$ cat src/rtl/gpd_pkg.sv
package gpd_pkg;

    typedef enum logic {
        MODE_IGN = 1'b0,
        MODE_GP  = 1'b1
    } ch_mode_e;

    localparam int unsigned FILT_CODE_MAX = 5;

    function automatic logic [2:0] filt_code_sat(input logic [2:0] code);
        return (code > 3'(FILT_CODE_MAX)) ? 3'(FILT_CODE_MAX) : code;
    endfunction

endpackage

$ cat src/rtl/gpd_cfg.sv
module gpd_cfg #(
    parameter int N        = 4,
    parameter int CW       = 18,
    parameter int BASE_CYC = 6000
) (
    input  logic          clk,
    input  logic          rst_n,
    input  logic          wr,
    input  logic [N-1:0]  mode_in,
    input  logic [N-1:0]  cmd_in,
    input  logic [2:0]    filt_in,
    input  logic [2:0]    thr_in,
    output logic [N-1:0]  mode,
    output logic [N-1:0]  rcmd,
    output logic [CW-1:0] lim,
    output logic [2:0]    thr
);
    import gpd_pkg::*;

    typedef struct packed {
        logic [N-1:0] mode;
        logic [N-1:0] cmd;
        logic [2:0]   filt;
        logic [2:0]   thr;
    } cfg_t;

    cfg_t cfg_d, cfg_q;

    always_comb begin
        cfg_d = cfg_q;
        if (wr) begin
            cfg_d.mode = mode_in;
            cfg_d.cmd  = cmd_in;
            cfg_d.filt = filt_code_sat(filt_in);
            cfg_d.thr  = thr_in;
        end
    end

    always_ff @(posedge clk or negedge rst_n) begin
        if (!rst_n) cfg_q <= '0;
        else        cfg_q <= cfg_d;
    end

    assign mode = cfg_q.mode;
    assign rcmd = cfg_q.cmd;
    assign thr  = cfg_q.thr;
    assign lim  = CW'(BASE_CYC) << cfg_q.filt;

endmodule

$ cat src/rtl/gpd_chan.sv
module gpd_chan #(
    parameter int CW       = 18,
    parameter int OPEN_CYC = 40000
) (
    input  logic          clk,
    input  logic          rst_n,
    input  logic          en_n_i,
    input  logic          mode_i,
    input  logic          par_i,
    input  logic          reg_i,
    input  logic          maxi_i,
    input  logic          short_i,
    input  logic          open_i,
    input  logic [CW-1:0] lim_i,
    output logic          gate_o,
    output logic          short_flt_o,
    output logic          open_flt_o
);
    import gpd_pkg::*;

    typedef struct packed {
        logic [CW-1:0] cnt;
        logic          cmd;
        logic          mx;
        logic          sh;
        logic          op;
        logic          gate;
    } chan_t;

    chan_t ch_d, ch_q;

    logic          gp;
    logic          cmd_now;
    logic          short_cond;
    logic          open_cond;
    logic [CW-1:0] base;
    logic [CW-1:0] nxt;

    always_comb begin
        gp         = (ch_mode_e'(mode_i) == MODE_GP);
        cmd_now    = gp ? (par_i | reg_i) : par_i;
        short_cond = cmd_now & gp & ch_q.gate & short_i;
        open_cond  = ~cmd_now & open_i & ~ch_q.op;
        // one counter serves both filters; a command change restarts it
        base       = (cmd_now == ch_q.cmd) ? ch_q.cnt : '0;
        nxt        = base + CW'(1);

        ch_d     = ch_q;
        ch_d.cmd = cmd_now;
        ch_d.cnt = '0;
        ch_d.mx  = cmd_now & (ch_q.mx | maxi_i);
        ch_d.sh  = cmd_now & ch_q.sh;
        ch_d.op  = ~cmd_now & ch_q.op;

        if (short_cond) begin
            if (nxt >= lim_i) ch_d.sh  = 1'b1;
            else              ch_d.cnt = nxt;
        end else if (open_cond) begin
            if (nxt >= CW'(OPEN_CYC)) ch_d.op  = 1'b1;
            else                      ch_d.cnt = nxt;
        end

        ch_d.gate = ~en_n_i & cmd_now & ~ch_d.mx & ~ch_d.sh;
    end

    always_ff @(posedge clk or negedge rst_n) begin
        if (!rst_n) ch_q <= '0;
        else        ch_q <= ch_d;
    end

    assign gate_o      = ch_q.gate;
    assign short_flt_o = ch_q.sh;
    assign open_flt_o  = ch_q.op;

endmodule

$ cat src/rtl/gpd_spark.sv
module gpd_spark #(
    parameter int N = 4
) (
    input  logic         clk,
    input  logic         rst_n,
    input  logic [N-1:0] fb_i,
    output logic         spark_n_o
);
    logic spk_d, spk_q;

    always_comb begin
        spk_d = ~(|fb_i);
    end

    always_ff @(posedge clk or negedge rst_n) begin
        if (!rst_n) spk_q <= 1'b1;
        else        spk_q <= spk_d;
    end

    assign spark_n_o = spk_q;

endmodule

$ cat src/rtl/gate_predrv_ctrl.sv
module gate_predrv_ctrl #(
    parameter int N        = 4,
    parameter int BASE_CYC = 6000,
    parameter int OPEN_CYC = 40000
) (
    input  logic         clk,
    input  logic         rst_n,
    input  logic         drv_en_n,
    input  logic [N-1:0] gate_in,
    input  logic         cfg_wr,
    input  logic [N-1:0] cfg_mode,
    input  logic [N-1:0] cfg_cmd,
    input  logic [2:0]   cfg_filt,
    input  logic [2:0]   cfg_thr,
    input  logic [N-1:0] maxi_in,
    input  logic [N-1:0] short_in,
    input  logic [N-1:0] open_in,
    input  logic [N-1:0] spark_fb,
    output logic [N-1:0] gate_out,
    output logic [N-1:0] fault_short,
    output logic [N-1:0] fault_open,
    output logic         spark_n,
    output logic [2:0]   thr_code
);
    localparam int SHORT_MAX = BASE_CYC * 32;
    localparam int LIM_MAX   = (SHORT_MAX > OPEN_CYC) ? SHORT_MAX : OPEN_CYC;
    localparam int CW        = $clog2(LIM_MAX + 1);

    logic [N-1:0]  mode;
    logic [N-1:0]  rcmd;
    logic [CW-1:0] lim;

    gpd_cfg #(.N(N), .CW(CW), .BASE_CYC(BASE_CYC)) i_cfg (
        .clk     (clk),
        .rst_n   (rst_n),
        .wr      (cfg_wr),
        .mode_in (cfg_mode),
        .cmd_in  (cfg_cmd),
        .filt_in (cfg_filt),
        .thr_in  (cfg_thr),
        .mode    (mode),
        .rcmd    (rcmd),
        .lim     (lim),
        .thr     (thr_code)
    );

    for (genvar g = 0; g < N; g++) begin : g_ch
        gpd_chan #(.CW(CW), .OPEN_CYC(OPEN_CYC)) i_chan (
            .clk         (clk),
            .rst_n       (rst_n),
            .en_n_i      (drv_en_n),
            .mode_i      (mode[g]),
            .par_i       (gate_in[g]),
            .reg_i       (rcmd[g]),
            .maxi_i      (maxi_in[g]),
            .short_i     (short_in[g]),
            .open_i      (open_in[g]),
            .lim_i       (lim),
            .gate_o      (gate_out[g]),
            .short_flt_o (fault_short[g]),
            .open_flt_o  (fault_open[g])
        );
    end

    gpd_spark #(.N(N)) i_spark (
        .clk       (clk),
        .rst_n     (rst_n),
        .fb_i      (spark_fb),
        .spark_n_o (spark_n)
    );

endmodule

$ cat config.mk
export PLATFORM = sky130hd
export DESIGN_NAME = gate_predrv_ctrl
export DESIGN_NICKNAME = d
export VERILOG_FILES = /design/src/rtl/gpd_pkg.sv /design/src/rtl/gpd_cfg.sv /design/src/rtl/gpd_chan.sv /design/src/rtl/gpd_spark.sv /design/src/rtl/gate_predrv_ctrl.sv
export SDC_FILE = /design/constraint.sdc
export NUM_CORES = 1
export LEC_CHECK = 0
export BUFFER_PORTS_ARGS = -buffer_cell sky130_fd_sc_hd__buf_2
export CAP_MARGIN = 40
export CORE_ASPECT_RATIO = 1.5
export CORE_MARGIN = 1.5
export CORE_UTILIZATION = 25
export DETAILED_ROUTE_END_ITERATION = 10
export MAX_ROUTING_LAYER = met4
export PLACE_DENSITY = 0.5
export SYNTH_ARGS = -nofsm -noshare
export SYNTH_HDL_FRONTEND = slang
export SYNTH_SLANG_ARGS = --single-unit
$ cat constraint.sdc
create_clock -name clk -period 4.9 [get_ports clk]
set_input_delay 0.49 -clock clk [delete_from_list [all_inputs] [get_ports clk]]
set_output_delay 0.49 -clock clk [all_outputs]
set_load 0.01 [all_outputs]
======== Word-level counts from Yosys, hierarchy flattened ========
Cells that the tools add are included.
storage, ports and cells
  register bits ........................... 107
  logic and storage cells ................. 163
  output and inout port bits .............. 16
  input port bits ......................... 38
operators by class
  shift operators ......................... 1
  add/sub/neg operators ................... 4
  muxes and demuxes ....................... 45
  bitwise operators ....................... 70
  eq/ne operators ......................... 4
  reductions and logical operators ........ 1
  magnitude comparators ................... 9
operator list
  cell                                                                                   count
  18-bit 2-to-1 mux                                                                      20
  18-bit by 1-bit adder with 18-bit output, second input constant                        4
  18-bit by 16-bit greater-or-equal comparator with 1-bit output, second input constant  4
  18-bit greater-or-equal comparator                                                     4
  1-bit bitwise AND                                                                      44
  1-bit 2-to-1 mux                                                                       24
  1-bit inverter                                                                         18
  13-bit by 3-bit left shift with 18-bit output, first input constant                    1
  1-bit OR                                                                               8
  1-bit equality test                                                                    4
  4-bit OR reduction                                                                     1
  3-bit greater-than comparator, second input constant                                   1
  3-bit 2-to-1 mux                                                                       1

======== Longest topological paths before layout ========
  word-level depth ........................ 10
  depth in mapped cells ................... 19
  depth with buffers taken out ............ 18

======== Modules after synthesis ========
From an unflattened synthesis, not the netlist that was laid out.
unflattened totals
  cells, all modules ...................... 948
  area total of the unflattened synthesis .. 8460.6 sq um
modules (own cells, without submodules)
  module     area each (sq um)  cells an instance  instances  seq. area each (sq um)
  gpd_chan   1908.1             219                4          575.6
  gpd_cfg    789.5              70                 1          350.3
  gpd_spark  38.8               2                  1          26.3

======== Worst setup path after synthesis ========
No wires, ideal clock.
  kind .................................... input port to flip-flop
  start ................................... input port gate_in[1]
  end ..................................... register g_ch[1].i_chan.ch_q[13] (netlist bit)
  data required time ...................... 4.814 ns
  cell stages on the path ................. 16
  buffers on the path ..................... 1
  setup slack ............................. 0.883 ns
  setup time .............................. 0.086 ns
  arrival ................................. 3.930 ns
  path through ............................ a21oi_2 -> inv_1 -> xnor2_1 -> and2_1 -> ha_1 -> nand4_1 -> or3_4 -> or3_1 -> a21oi_2 -> ha_1 -> a21o_1 -> a21o_1 -> nor3_1 -> a31oi_4 -> buf_6 -> nor3_1
RTL lines
  element                 RTL line               source
  start: declaration      gate_predrv_ctrl.sv:9  input logic [N-1:0] gate_in,
  end signal: assignment  gpd_chan.sv:68         else ch_q <= ch_d;
  end: declaration        gpd_chan.sv:30         chan_t ch_d, ch_q;

==> results.json <==
{
  "status": "complete, no violations",
  "power_density_nw_per_um2": 237.4,
  "ys_types": 79,
  "r2r_cells": 18,
  "cp_max_fo": 16,
  "setup_viol": 0,
  "die_width_um": 142.7,
  "grt_setup_unrepaired": "no",
  "synth_edf_count": 0,
  "n_antenna_cell": 0,
  "grt_first_pass_wirelength_um": 30510,
  "cts_root_buf": "clkbuf_16",
  "dpl.cell_count": 1220,
  "fmax_ghz": 0.2301,
  "met1_usage": 0.1413,
  "syn_nets": 887,
  "path_class": "flop to flop",
  "synth_seq_area_share": 0.3660,
  "clk_pin_slew_ps": 80,
  "period_minus_slack_ps": 4346,
  "cp-startpoint": "i_cfg.mode[1]",
  "start_kind": "flop",
  "area_growth_pct": 14.79,
  "use_met3": 0.01847,
  "tightest_slew_ps": 754.6,
  "htree_num_levels": 3,
  "skew_ps": 14.59,
  "cts.sinks": 107,
  "synth_top_cell_area_share": 0.3624,
  "peakVddDrop_uv": 121.6,
  "crit_top_cell": "buf_4",
  "rows": 76,
  "cts_buffers": 9,
  "avgSynthCellArea_um2": 9.324,
  "initial_utilization": 0.2549,
  "cp-end-kind": "flop",
  "cp_slowest_cell": "or3_4",
  "via_count": 5941,
  "grt-ovfl-total": 0,
  "wl_per_cell_um": 14.67,
  "final_net_count": 943,
  "slew_headroom": 0.4916,
  "grt_pass1_vias": 6176,
  "period_share": 0.8870,
  "path_cells": "a21oi_2, inv_1, xnor2_1, buf_4, and2_1, ha_1, nand4_1, or3_4, or3_1, a21oi_2, ha_1, nand4_1, a311oi_1, nor3_1, buf_4, a31oi_4, buf_4, nor3_1",
  "synth.area.top_cells": "dfrtp_1, ha_1, nor2_1",
  "drtIter0Drc": 178,
  "die_h_um": 212.6,
  "power_mw": 1.995,
  "hp-class": "input pin to async pin",
  "avgViaCountPerCell": 4.807,
  "r2r-end": "g_ch[1].i_chan.ch_q[8]",
  "synth.largest_area_cell": "dfrtp_1",
  "syn_inst": 785,
  "antenna_found_initial": 0,
  "drv_slew": 0,
  "drive_gt1_frac": 0.1761,
  "rrSetupSlack_ps": 550,
  "synthesis.area_um2": 7320,
  "die_area_um2": 30340,
  "maxCapViolations": 0,
  "clk_latency_ps": 370,
  "fin_cells": 1236,
  "clockBufferDepth": 2,
  "hold_buffers": 0,
  "crit_arrival_ps": 4580,
  "tritoncts": "yes",
  "numPortBuffers": 53,
  "async_flop_share": 1.000,
  "core_um2": 28720,
  "io_pins": 54,
  "wl_um": 18130,
  "slowest_delay_ps": 460,
  "path_delay_family": "simple AND/OR/NAND/NOR gates",
  "post-dp-hpwl_um": 14120,
  "critPathBufInv": 4,
  "grt_most_used_layer": "met2",
  "globalplace.congestion": 0.8039,
  "n_fill_cell": 3151,
  "met2_usage": 0.2345,
  "hold_viol_final": 0,
  "antenna_left": 0,
  "first_pass_iters": 4,
  "grtUsageTotal": 0.1313,
  "final.setup.tns_ps": 0,
  "ys_warn_count": 0,
  "leakagePower_nw": 3.672,
  "synthFlopType": "dfrtp_1",
  "ys_ff_latch": 107,
  "grt_max_degree": 41,
  "reg2reg_from": "i_cfg.mode[1]",
  "required_ps": 5130,
  "drc": 0
}
[cells in the mapped netlist, drive strengths merged (3+ instances only)]
cell	count
a2111oi	3
o31ai	3
a21oi	34
clkbuf	11
a21o	11
nand2	40
or3	6
and3	11
xor2	23
a211oi	4
nor2b	10
xnor2	39
a41oi	3
buf	23
o2111ai	3
mux2	11
dfrtp	106
ha	64
nor2	99
nand3	30
and2	16
o31a	5
and4	6
and4b	5
nor3	64
nand4b	3
inv	28
o211ai	3
nand4	30
nor4b	5
o311ai	3
a31oi	6
o21a	6
nor4	16
o21ai	29
[cells by family (layout without fill, tap and decap cells)]
kind of cell,count (synthesis),after routing,share of synthesized area
compound gates,129,129,0.1272
xor+xnor,62,62,0.07419
buf+inv,62,123,0.04359
simple gates,348,348,0.2600
mux,13,13,0.01966
fa+ha+maj,64,64,0.1094
flops,107,107,0.3660
[through the flow]
step                      cell area, um^2    util  hold WS (ps)  setup slack (ps)
final                                8402  0.2926         87.96             553.8
after global routing                 8402  0.2926         138.3             147.3
after CTS                            8394  0.2923         111.9             451.0
after detailed placement             8084  0.2815         462.5             266.8
after global placement               8079  0.2813         459.5             447.5
after floorplan                      7320       -         194.4             883.4
[worst max path at each step]
stage	slack (ps)	end	cells past startpoint
CTS	450	g_ch[3].i_chan.ch_q[7]	17
global placement	450	g_ch[3].i_chan.ch_q[7]	18
detailed placement	270	g_ch[3].i_chan.ch_q[8]	18
floorplan	880	g_ch[1].i_chan.ch_q[13]	16
finish	550	g_ch[1].i_chan.ch_q[8]	18
global route	150	g_ch[3].i_chan.ch_q[7]	17
[flip-flops by register name, summed over array words and instances (netlist names)]
| name | count |
|---|---|
| i_spark.spark_n_o | 1 |
| i_cfg.cfg_q | 3 |
| i_cfg.mode | 4 |
| i_cfg.rcmd | 4 |
| g_ch.i_chan.open_flt_o | 4 |
| g_ch.i_chan.gate_o | 4 |
| i_cfg.thr | 3 |
| g_ch.i_chan.short_flt_o | 4 |
| g_ch.i_chan.ch_q | 80 |
[layout make-up]
| class | count | area (um^2) | area share |
|---|---|---|---|
| Clock buffer | 10 | 239.0 | 0.02844 |
| Inverter | 28 | 105.1 | 0.01251 |
| Tap cell | 390 | 488.0 | 0.05808 |
| Multi-Input combinational cell | 616 | 4359 | 0.5188 |
| Timing Repair Buffer | 79 | 460.4 | 0.05480 |
| Sequential cell | 107 | 2679 | 0.3188 |
| Clock inverter | 6 | 71.32 | 0.008488 |
[routing by layer]
layer / vias up / part of all wire
met5: - / 0
met4: 0 / 0.037
met3: 39 / 0.022
met2: 73 / 0.53
met1: 2866 / 0.41
li1: 2963 / -
[power by group]
| group | leakage, nW | internal (mW) | total, mW | switching (mW) |
|---|---|---|---|---|
| Clock | 0.146 | 0.415 | 0.779 | 0.363 |
| Combinational | 2.09 | 0.103 | 0.290 | 0.187 |
| Sequential | 1.44 | 0.906 | 0.926 | 0.0203 |
[cells in the final DEF (no fill, tap or decap), drive strengths merged, types with 16 or more instances in the layout]
cell   instances
dfrtp        106
nor2          99
buf           79
ha            64
nor3          64
nand2         40
xnor2         39
a21oi         34
nand3         30
nand4         30
inv           30
o21ai         29
xor2          23
and2          16
nor4          16
[what timing repair did]
action,4_1_cts,5_1_grt
gates resized for setup,0,1
setup endpoints to repair,0,1
buffers inserted,0,0
Power figures use the tool's default switching activity.
